[config.mk]
export PLATFORM = sky130hd
export DESIGN_NAME = ctl_core
export DESIGN_NICKNAME = d
export VERILOG_FILES = /design/src/rtl/ctl_pkg.sv /design/src/rtl/ctl_regfile.sv /design/src/rtl/ctl_acc_unit.sv /design/src/rtl/ctl_seq.sv /design/src/rtl/ctl_core.sv
export SDC_FILE = /design/constraint.sdc
export NUM_CORES = 1
export LEC_CHECK = 0
export ABC_CLOCK_PERIOD_IN_PS = 4100
export BUFFER_PORTS_ARGS = -buffer_cell sky130_fd_sc_hd__buf_2
export CAP_MARGIN = 0
export CORE_MARGIN = 5
export CORE_UTILIZATION = 55
export CTS_BUF_LIST = sky130_fd_sc_hd__clkbuf_2
export CTS_CLUSTER_DIAMETER = 80
export DETAILED_ROUTE_END_ITERATION = 6
export PLACE_DENSITY = 0.75
export SLEW_MARGIN = 20
export SYNTH_ARGS = -nofsm -noshare
export SYNTH_HDL_FRONTEND = slang
export SYNTH_SLANG_ARGS = --single-unit
[constraint.sdc]
create_clock -name clk_i -period 4.1 [get_ports clk_i]
set_clock_uncertainty 0.1 [all_clocks]
set_input_delay 0.41 -clock clk_i [delete_from_list [all_inputs] [get_ports clk_i]]
set_output_delay 0.41 -clock clk_i [all_outputs]
set_load 0.02 [all_outputs]
[src/rtl/ctl_pkg.sv]
package ctl_pkg;
  localparam int DATA_W = 8;
  localparam int REG_N  = 16;
  localparam int REG_AW = $clog2(REG_N);
  localparam int DCTL_W = 7;

  localparam logic [7:0] OP_INB = 8'h80;
  localparam logic [7:0] OP_DEB = 8'h81;
  localparam logic [7:0] OP_INBCD = 8'h82;
  localparam logic [7:0] OP_DEBCD = 8'h83;
  localparam logic [7:0] OP_CPL = 8'h84;
  localparam logic [7:0] OP_CLA = 8'h85;
  localparam logic [7:0] OP_RET = 8'h86;
  localparam logic [7:0] OP_RTI = 8'h87;
  localparam logic [7:0] OP_EI  = 8'h88;
  localparam logic [7:0] OP_DI  = 8'h89;
  localparam logic [7:0] OP_DOUT = 8'h77;

  function automatic logic [7:0] bcd_inc(input logic [7:0] v);
    logic [3:0] lo, hi;
    lo = v[3:0];
    hi = v[7:4];
    if (lo >= 4'd9) begin
      lo = 4'd0;
      hi = (hi >= 4'd9) ? 4'd0 : hi + 4'd1;
    end else begin
      lo = lo + 4'd1;
    end
    return {hi, lo};
  endfunction

  function automatic logic [7:0] bcd_dec(input logic [7:0] v);
    logic [3:0] lo, hi;
    lo = v[3:0];
    hi = v[7:4];
    if (lo == 4'd0) begin
      lo = 4'd9;
      hi = (hi == 4'd0) ? 4'd9 : hi - 4'd1;
    end else begin
      lo = lo - 4'd1;
    end
    return {hi, lo};
  endfunction
endpackage

[src/rtl/ctl_regfile.sv]
module ctl_regfile
  import ctl_pkg::*;
(
  input  logic              clk_i,
  input  logic              rst_ni,
  input  logic              we_i,
  input  logic [REG_AW-1:0] idx_i,
  input  logic [DATA_W-1:0] wdata_i,
  output logic [DATA_W-1:0] rdata_o
);
  logic [DATA_W-1:0] regs_q [REG_N];

  for (genvar g = 0; g < REG_N; g++) begin : g_reg
    always_ff @(posedge clk_i or negedge rst_ni) begin
      if (!rst_ni)                                   regs_q[g] <= '0;
      else if (we_i && idx_i == REG_AW'(g))          regs_q[g] <= wdata_i;
    end
  end

  assign rdata_o = regs_q[idx_i];
endmodule

[src/rtl/ctl_acc_unit.sv]
module ctl_acc_unit
  import ctl_pkg::*;
(
  input  logic [7:0]        ir_i,
  input  logic [DATA_W-1:0] acc_i,
  input  logic [DATA_W-1:0] reg_i,
  output logic [DATA_W-1:0] acc_nx_o,
  output logic              acc_we_o,
  output logic              skip_o
);
  always_comb begin
    acc_nx_o = acc_i;
    acc_we_o = 1'b0;
    skip_o   = 1'b0;
    case (ir_i[7:4])
      4'h0: begin acc_nx_o = reg_i; acc_we_o = 1'b1; end
      4'h2: skip_o = (acc_i == reg_i);
      4'h3: skip_o = (acc_i > reg_i);
      4'h4: skip_o = ir_i[3] ? !acc_i[ir_i[2:0]] : acc_i[ir_i[2:0]];
      4'h5: begin acc_nx_o[ir_i[2:0]] = !ir_i[3]; acc_we_o = 1'b1; end
      4'h6: begin acc_nx_o = {4'h0, ir_i[3:0]}; acc_we_o = 1'b1; end
      4'h8: begin
        acc_we_o = 1'b1;
        case (ir_i)
          OP_INB:   acc_nx_o = acc_i + 8'd1;
          OP_DEB:   acc_nx_o = acc_i - 8'd1;
          OP_INBCD: acc_nx_o = bcd_inc(acc_i);
          OP_DEBCD: acc_nx_o = bcd_dec(acc_i);
          OP_CPL:   acc_nx_o = ~acc_i;
          OP_CLA:   acc_nx_o = '0;
          default:  acc_we_o = 1'b0;
        endcase
      end
      default: ;
    endcase
  end
endmodule

[src/rtl/ctl_seq.sv]
module ctl_seq
  import ctl_pkg::*;
#(
  parameter int ADDR_W = 11,
  parameter logic [ADDR_W-1:0] IRQ_VEC = 11'h400
) (
  input  logic              clk_i,
  input  logic              rst_ni,
  input  logic [7:0]        ir_i,
  input  logic [DATA_W-1:0] acc_i,
  input  logic              skip_i,
  input  logic              irq_i,
  output logic              exec_o,
  output logic [ADDR_W-1:0] pc_o
);
  logic              exec_q, ie_q;
  logic [ADDR_W-1:0] pc_q, ret_q, pc_nx, tgt;

  assign tgt = ADDR_W'({ir_i[2:0], acc_i});

  always_comb begin
    pc_nx = pc_q + (skip_i ? ADDR_W'(2) : ADDR_W'(1));
    if (ir_i[7:4] == 4'hC)                 pc_nx = tgt;
    else if (ir_i == OP_RET || ir_i == OP_RTI) pc_nx = ret_q;
  end

  always_ff @(posedge clk_i or negedge rst_ni) begin
    if (!rst_ni) begin
      exec_q <= 1'b0;
      ie_q   <= 1'b0;
      pc_q   <= '0;
      ret_q  <= '0;
    end else if (!exec_q) begin
      exec_q <= 1'b1;
    end else begin
      exec_q <= 1'b0;
      pc_q   <= pc_nx;
      if (ir_i[7:3] == 5'b11001) ret_q <= pc_q + ADDR_W'(1);
      if (ir_i == OP_EI || ir_i == OP_RTI) ie_q <= 1'b1;
      if (ir_i == OP_DI)                    ie_q <= 1'b0;
      if (irq_i && ie_q) begin  // interrupt overrides everything
        ret_q <= pc_nx;
        pc_q  <= IRQ_VEC;
        ie_q  <= 1'b0;
      end
    end
  end

  assign exec_o = exec_q;
  assign pc_o   = pc_q;

  AST_PHASE_ALT: assert property (@(posedge clk_i) disable iff (!rst_ni)
    exec_q |=> !exec_q) else $error("phase");
  AST_PC_HOLD_FETCH: assert property (@(posedge clk_i) disable iff (!rst_ni)
    !exec_q |=> $stable(pc_q)) else $error("pc hold");
  AST_IRQ_ENTRY: assert property (@(posedge clk_i) disable iff (!rst_ni)
    (exec_q && irq_i && ie_q) |=> (!ie_q && pc_q == IRQ_VEC)) else $error("irq");
  AST_IRQ_MASKED: assert property (@(posedge clk_i) disable iff (!rst_ni)
    (!ie_q && !(exec_q && (ir_i == OP_EI || ir_i == OP_RTI))) |=> !ie_q) else $error("mask");
endmodule

[src/rtl/ctl_core.sv]
module ctl_core
  import ctl_pkg::*;
#(
  parameter int ADDR_W = 11,
  parameter logic [ADDR_W-1:0] IRQ_VEC = 11'h400
) (
  input  logic              clk_i,
  input  logic              rst_ni,
  input  logic              irq_i,
  input  logic [7:0]        instr_i,
  output logic [ADDR_W-1:0] addr_o,
  output logic [DATA_W-1:0] acc_o,
  output logic [DCTL_W-1:0] dctl_o
);
  logic [7:0]        ir_q;
  logic [DATA_W-1:0] acc_q, acc_nx, reg_rd;
  logic [DCTL_W-1:0] dctl_q;
  logic              exec, acc_we, skip;

  always_ff @(posedge clk_i or negedge rst_ni) begin
    if (!rst_ni)    ir_q <= '0;
    else if (!exec) ir_q <= instr_i;
  end

  ctl_regfile u_rf (
    .clk_i, .rst_ni,
    .we_i   (exec && ir_q[7:4] == 4'h1),
    .idx_i  (ir_q[REG_AW-1:0]),
    .wdata_i(acc_q),
    .rdata_o(reg_rd)
  );

  ctl_acc_unit u_acc (
    .ir_i(ir_q), .acc_i(acc_q), .reg_i(reg_rd),
    .acc_nx_o(acc_nx), .acc_we_o(acc_we), .skip_o(skip)
  );

  ctl_seq #(.ADDR_W(ADDR_W), .IRQ_VEC(IRQ_VEC)) u_seq (
    .clk_i, .rst_ni,
    .ir_i(ir_q), .acc_i(acc_q), .skip_i(skip), .irq_i,
    .exec_o(exec), .pc_o(addr_o)
  );

  always_ff @(posedge clk_i or negedge rst_ni) begin
    if (!rst_ni) begin
      acc_q  <= '0;
      dctl_q <= '0;
    end else if (exec) begin
      if (acc_we) acc_q <= acc_nx;
      if (ir_q == OP_DOUT)                      dctl_q <= acc_q[DCTL_W-1:0];
      else if (ir_q[7:4] == 4'h7 && ir_q[2:0] != 3'd7) dctl_q[ir_q[2:0]] <= !ir_q[3];
    end
  end

  assign acc_o  = acc_q;
  assign dctl_o = dctl_q;

  AST_DCTL_HOLD: assert property (@(posedge clk_i) disable iff (!rst_ni)
    !exec |=> $stable(dctl_q)) else $error("dctl");
  AST_ACC_HOLD: assert property (@(posedge clk_i) disable iff (!rst_ni)
    !exec |=> $stable(acc_q)) else $error("acc");
  AST_BCD_DIGITS: assert property (@(posedge clk_i) disable iff (!rst_ni)
    (exec && (ir_q == OP_INBCD || ir_q == OP_DEBCD) && acc_q[3:0] <= 4'd9 && acc_q[7:4] <= 4'd9)
    |=> (acc_q[3:0] <= 4'd9 && acc_q[7:4] <= 4'd9)) else $error("bcd");
endmodule

Word level (Yosys, flattened, before mapping)
Cells that the tools add are included.

Input bits: 11. Logic and storage cells: 153. Output and inout port bits: 26. Bits in registers: 175.

Mux-type cells: 33. Equal/unequal tests: 41. Bitwise gates (word level): 2. $lt $le $gt $ge: 6. Reductions and logical operators: 39. $add $sub $neg: 8.

Operators with widths (count): equality test 8 bit (second input constant) (10); two-way mux 11 bit (5); case mux 8 bit (6 select lines) (1); equality test 4 bit (second input constant) (10); binary-select mux 8 bit (select 4 bit) (1); equality test 4 x 3 -> 1 bit (second input constant) (8); case mux 8 bit (4 select lines) (1); two-way mux 4 bit (6); logical AND 1 bit (20); equality test 4 x 2 -> 1 bit (second input constant) (4); zero test 4 bit (4); two-way mux 8 bit (2); two-way mux 7 bit (2); adder 11 x 1 -> 11 bit (second input constant) (1); adder 11 bit (1); adder 4 x 1 -> 4 bit (second input constant) (2); adder 8 x 1 -> 8 bit (second input constant) (1); bitwise mux 8 bit (1); equality test 4 x 1 -> 1 bit (second input constant) (2); equality test 8 x 7 -> 1 bit (second input constant) (1); equality test 8 bit (1); >= comparator 4 bit (second input constant) (2); greater-than comparator 8 bit (1); two-way mux 1 bit (8); 27 further kinds (34).

Longest topological paths before layout
Word-level depth: 11. Depth in mapped cells: 22. Gate-level depth less buffers: 19.

Hierarchy
A second synthesis with hierarchy kept.

Cells, all modules: 951. Area total of the unflattened synthesis: 10598.9 um^2.

By module, submodules not included: ctl_regfile (instances 1, sequential area each 3203.1 um^2, cells each 365, area each 5860.6 um^2); ctl_seq (instances 1, sequential area each 600.6 um^2, cells each 219, area each 1833.0 um^2); ctl_acc_unit (instances 1, sequential area each 0.0 um^2, cells each 265, area each 1731.7 um^2); ctl_core (instances 1, sequential area each 575.6 um^2, cells each 102, area each 1173.6 um^2).

Least setup slack after synthesis
OpenSTA, ideal clock, no wires.

Kind: reg-to-reg. Start point: register ir_q[0]. End point: register u_seq.ret_q[6]. Setup time: 64 ps. Setup slack: -356 ps. Arrival time: 4292 ps. Required time: 3936 ps. Buffers on the path: 2. Clock period less this slack: 4456 ps. Cell stages (with the launch flop): 21. Cell sequence: dfrtp_1 > buf_4 > buf_6 > mux4_2 > a221oi_2 > ha_1 > nor2b_1 > o21a_1 > o21a_1 > o21ai_0 > and4b_1 > o21a_1 > ha_1 > inv_1 > fa_1 > nand3b_1 > nor2_1 > xnor2_1 > a211o_1 > a311oi_1 > a21o_1.

Cells in the longest elaborated chain, start to end: 11. Elaborated cells on any way between the ends: 19. Those cells by class: add/sub (1); order compare (1); eq/ne (3); mux (11); bitwise (1); reduce/logical (2).

Ends and longest elaborated chain: from (decl) (RTL line ctl_core.sv:15) `logic [7:0] ir_q;`; from (signal assigned) (RTL line ctl_core.sv:22) `else if (!exec) ir_q <= instr_i;`; inverter 4 -> 5 bit (not written as such) (RTL line ctl_regfile.sv:20) `assign rdata_o = regs_q[idx_i];`; binary-select mux 8 bit (select 4 bit) (RTL line ctl_regfile.sv:20); two-way mux 8 bit (not written as such) (2 in series) (RTL line ctl_regfile.sv:20); greater-than comparator 8 bit / equality test 8 bit (equally long branches) (RTL line ctl_acc_unit.sv:18, ctl_acc_unit.sv:17); case mux 1 bit (3 select lines) (RTL line ctl_acc_unit.sv:15) `case (ir_i[7:4])`; two-way mux 2 bit (RTL line ctl_seq.sv:22) `pc_nx = pc_q + (skip_i ? ADDR_W'(2) : ADDR_W'(1));`; adder 11 bit (RTL line ctl_seq.sv:22); two-way mux 11 bit (*) (RTL line ctl_seq.sv:24) `else if (ir_i == OP_RET || ir_i == OP_RTI) pc_nx = ret_q;`; two-way mux 11 bit (*) (RTL line ctl_seq.sv:23) `if (ir_i[7:4] == 4'hC) pc_nx = tgt;`; two-way mux 11 bit (*) (RTL line ctl_seq.sv:41) `if (irq_i && ie_q) begin`; to (signal assigned) (RTL line ctl_seq.sv:38) `if (ir_i[7:3] == 5'b11001) ret_q <= pc_q + ADDR_W'(1);`; to (signal assigned) (RTL line ctl_seq.sv:42) `ret_q <= pc_nx;`; to (decl) (RTL line ctl_seq.sv:17) `logic [ADDR_W-1:0] pc_q, ret_q, pc_nx, tgt;`.

Every way passes the cells marked *; elsewhere a longest branch is shown, timed or not. The select of a mux whose other input is x is not followed. A chain may end at the register's enable or synchronous reset.

Worst setup path in the final report
Start point: register ir_q[0]. End point: register u_seq.ret_q[8].

Cells in the longest elaborated chain, start to end: 11. Elaborated cells on any way between the ends: 19. Those cells by class: add/sub (1); order compare (1); eq/ne (3); mux (11); bitwise (1); reduce/logical (2).

Ends and longest elaborated chain (RTL line): inverter 4 -> 5 bit (not written as such) (ctl_regfile.sv:20); binary-select mux 8 bit (select 4 bit) (ctl_regfile.sv:20); two-way mux 8 bit (not written as such) (2 in series) (ctl_regfile.sv:20); greater-than comparator 8 bit / equality test 8 bit (equally long branches) (ctl_acc_unit.sv:18, ctl_acc_unit.sv:17); case mux 1 bit (3 select lines) (ctl_acc_unit.sv:15); two-way mux 2 bit (ctl_seq.sv:22); adder 11 bit (ctl_seq.sv:22); two-way mux 11 bit (ctl_seq.sv:24); two-way mux 11 bit (*) (ctl_seq.sv:23); two-way mux 11 bit (*) (ctl_seq.sv:41).

Marked as above.

==> metrics.cfg <==
[timing]
relSlewSlack_pct=40.8
period_minus_slack_ns=4.68
hold_violations=0
rsz0062_at_grt=true
tightest_slew_ns=0.887
setup_viol=20
worst_slack_ns=-0.576
maxSlewViolCount=0
fmax_mhz=214
fin_crit_sh_pct=114

[clock_tree]
clockBufferDepth=2
cts.reportedPaths.clkPinSlew_ns=0.29
cts_tree=built
cts_buffers=17
htreeDepth=4
clock_latency_ns=0.79
root_buffer=clkbuf_2
clkSinkCount=175

[job]
maxCapViolations=0

[global_routing]
grt_pass1_wl_mm=43.3
first_global_vias=7831
grtUsageTotal_pct=27.0
grt-ovfl-total=0
grt_max_degree=96
antenna_found_initial=1

[yosys]
synthFlopType=dfrtp_1
yosys_warnings=0
ys_seq_area_share_pct=44.6
synthArstFlopShare_pct=100
synthDistinctLibCells=71
ys_seq_elements=175
yosysTopAreaCell=dfrtp_1
synth_area_per_cell_sq_um=10.5
synthesis.nets=973
yosysMostFrequentCell=dfrtp_1
synth_area_leaders=dfrtp_1 45%, mux2_2 8.6%, mux4_2 7.8%
synth_enable_flop_cells=0
synth_commonest_cells=175 x dfrtp_1, 122 x nand2_1, 105 x o21ai_0
synthCells=937
synth_area_sq_um=9810
synth_top_area_share_pct=44.6

[floorplan]
io_pins=37
start_util_pct=56.3
dieHeight_um=144
fp.coreArea_sq_um=17400
die_x_um=144
rows=48
die_area_sq_um=20600

[cells_and_area]
seqCellArea_sq_um=4380
nets=1034
drive_above_1_share_pct=27.8
area_growth_pct=11.5
fillers=1398
final_cell_area_sq_um=10900
layoutNonFillerInstCount=1237
multi_input_area_sq_um=5090

[worst_setup_path]
arrival_ns=5.34
reg2reg_slack_ns=-0.58
cp_max_fo=5
crit_path_start_kind=register
crit_buf_inv=1
crit_family=compound AO/OA/AOI/OAI gates
crit_top_cell=o21a_1
crit_slowest_cell=mux4_2
rr_endpoint=u_seq.ret_q[8]
worstSetupPathType=reg -> reg
critical_path_depth=19
reg2regPathDepth=19
cpPeakStageDelay_ns=0.52
path_cells=mux4_2 > a22o_1 > a221oi_4 > ha_1 > nor2b_1 > o21a_1 > o21a_1 > o21ai_1 > and4b_1 > o21a_1 > ha_2 > inv_2 > fa_2 > nand3b_1 > nor2_2 > xnor2_2 > a211o_1 > a311oi_2 > a21o_1
r2r-start=ir_q[0]
end_kind=register
cp.required_ns=4.76

[detailed_routing]
dr_total_vias=7812
ant_nets=0
wl_per_cell_um=21.4
first_pass_iters=6
drt-total-wl_mm=26.5
viasPerCell=6.32
first_iter_violations=586
drc=0

[power_and_ir_drop]
powerDensity_nw_per_um2=384
p_total_uw=4200
leakagePower_uw=0.00494
ir_drop_mv=0.281

[placed_design]
port_buffers=36
place_congestion=0.959
dp_cells=1182
hpwl_mm=18.5
placed_area_sq_um=10400

[worst_hold_path]
hold_class=in -> async

[status]
violations=setup timing
status=finished with violations

[power breakdown]
part	leakage, uW	switching [uW]	internal, uW
Clock	0.000133	682	192
Combinational	0.00245	690	553
Sequential	0.00236	198	1890
[per-stage QoR]
stage,setup TNS [ns],setup slack (ns),hold WS [ns],util (%)
after floorplan,-0.559,-0.210,0.0144,-
after global routing,-11.87,-0.809,0.146,62.8
after CTS,-5.92,-0.489,0.136,62.3
final,-6.86,-0.576,0.122,62.8
after global placement,-3.33,-0.375,0.357,59.9
after detailed placement,-5.94,-0.523,0.368,59.9
[registers in the layout (all words and copies together), names as in the netlist]
name / count
acc_o: 8
dctl_o: 7
ir_q: 8
u_rf.regs_q: 128
u_seq.exec_o: 1
u_seq.ie_q: 1
u_seq.pc_o: 11
u_seq.ret_q: 11
[kinds of logic after synthesis]
group	Yosys count	synth area share [%]
fa+ha+maj	25	3.34
flops	175	44.6
xor+xnor	31	2.77
simple gates	251	12.0
mux	116	17.1
compound gates	249	15.8
buf+inv	90	4.26
[cells in the final DEF (no fill, tap or decap), types with 8 or more instances in the layout]
master	Yosys	final
dlygate4sd3_1	0	10
xnor2_1	22	20
o21ai_0	105	103
a21oi_1	48	47
nor2b_1	12	12
dfrtp_1	175	173
o221ai_1	9	9
mux2_2	75	75
mux4_2	34	34
buf_2	22	35
a211oi_1	9	9
nor2_1	46	45
ha_1	23	22
a31oi_1	12	12
xor2_1	9	8
clkbuf_2	0	19
nand2_1	122	122
buf_4	4	69
nand3_1	23	23
[how the worst max path moves through the flow]
| stage | start | slack, ns | end |
|---|---|---|---|
| 2_1_floorplan | ir_q[0] | -0.21 | u_seq.ret_q[6] |
| 3_3_place_gp | ir_q[0] | -0.37 | u_seq.ret_q[6] |
| 3_5_place_dp | ir_q[0] | -0.52 | u_seq.ret_q[8] |
| 4_1_cts | ir_q[0] | -0.49 | u_seq.ret_q[8] |
| 5_1_grt | ir_q[0] | -0.81 | u_seq.ret_q[8] |
| 6_report | ir_q[0] | -0.58 | u_seq.ret_q[8] |
[worst reg2reg max path: stages (launching register included)]
cell and delay (ns):
dfrtp_2 0.51, mux4_2 0.53, a22o_1 0.25, a221oi_4 0.25
ha_1 0.29, nor2b_1 0.13, o21a_1 0.16, o21a_1 0.17
o21ai_1 0.11, and4b_1 0.22, o21a_1 0.18, ha_2 0.20
inv_2 0.04, fa_2 0.33, nand3b_1 0.25, nor2_2 0.20
xnor2_2 0.10, a211o_1 0.29, a311oi_2 0.25, a21o_1 0.11
[layer usage]
layer	track usage [%]	part of all wire [%]	routed length, um	vias up
li1	-	-	-	3532
met1	37.2	42	11000	3822
met2	42.8	48	12600	393
met3	5.86	7.8	2060	65
met4	9.07	3.1	830	0
met5	0	0	0	-
[final cells by class]
class / instances / share of cell area [%]
inverter: 10 / 0.343
sequential: 175 / 40.1
antenna: 1 / 0.0229
clock buffer: 19 / 0.870
timing repair buffer: 122 / 8.40
clock inverter: 13 / 1.18
tap: 225 / 2.57
multi-input combinational: 672 / 46.5
[repair_timing]
item	in CTS	in global routing
setup buffers	8	4
setup endpoints to repair	20	21
hold buffers	10	0
pin swaps	12	5
resized for setup	6	9
endpoints found under the hold margin	104	0
Note: power is estimated with default switching activity, not from simulation.
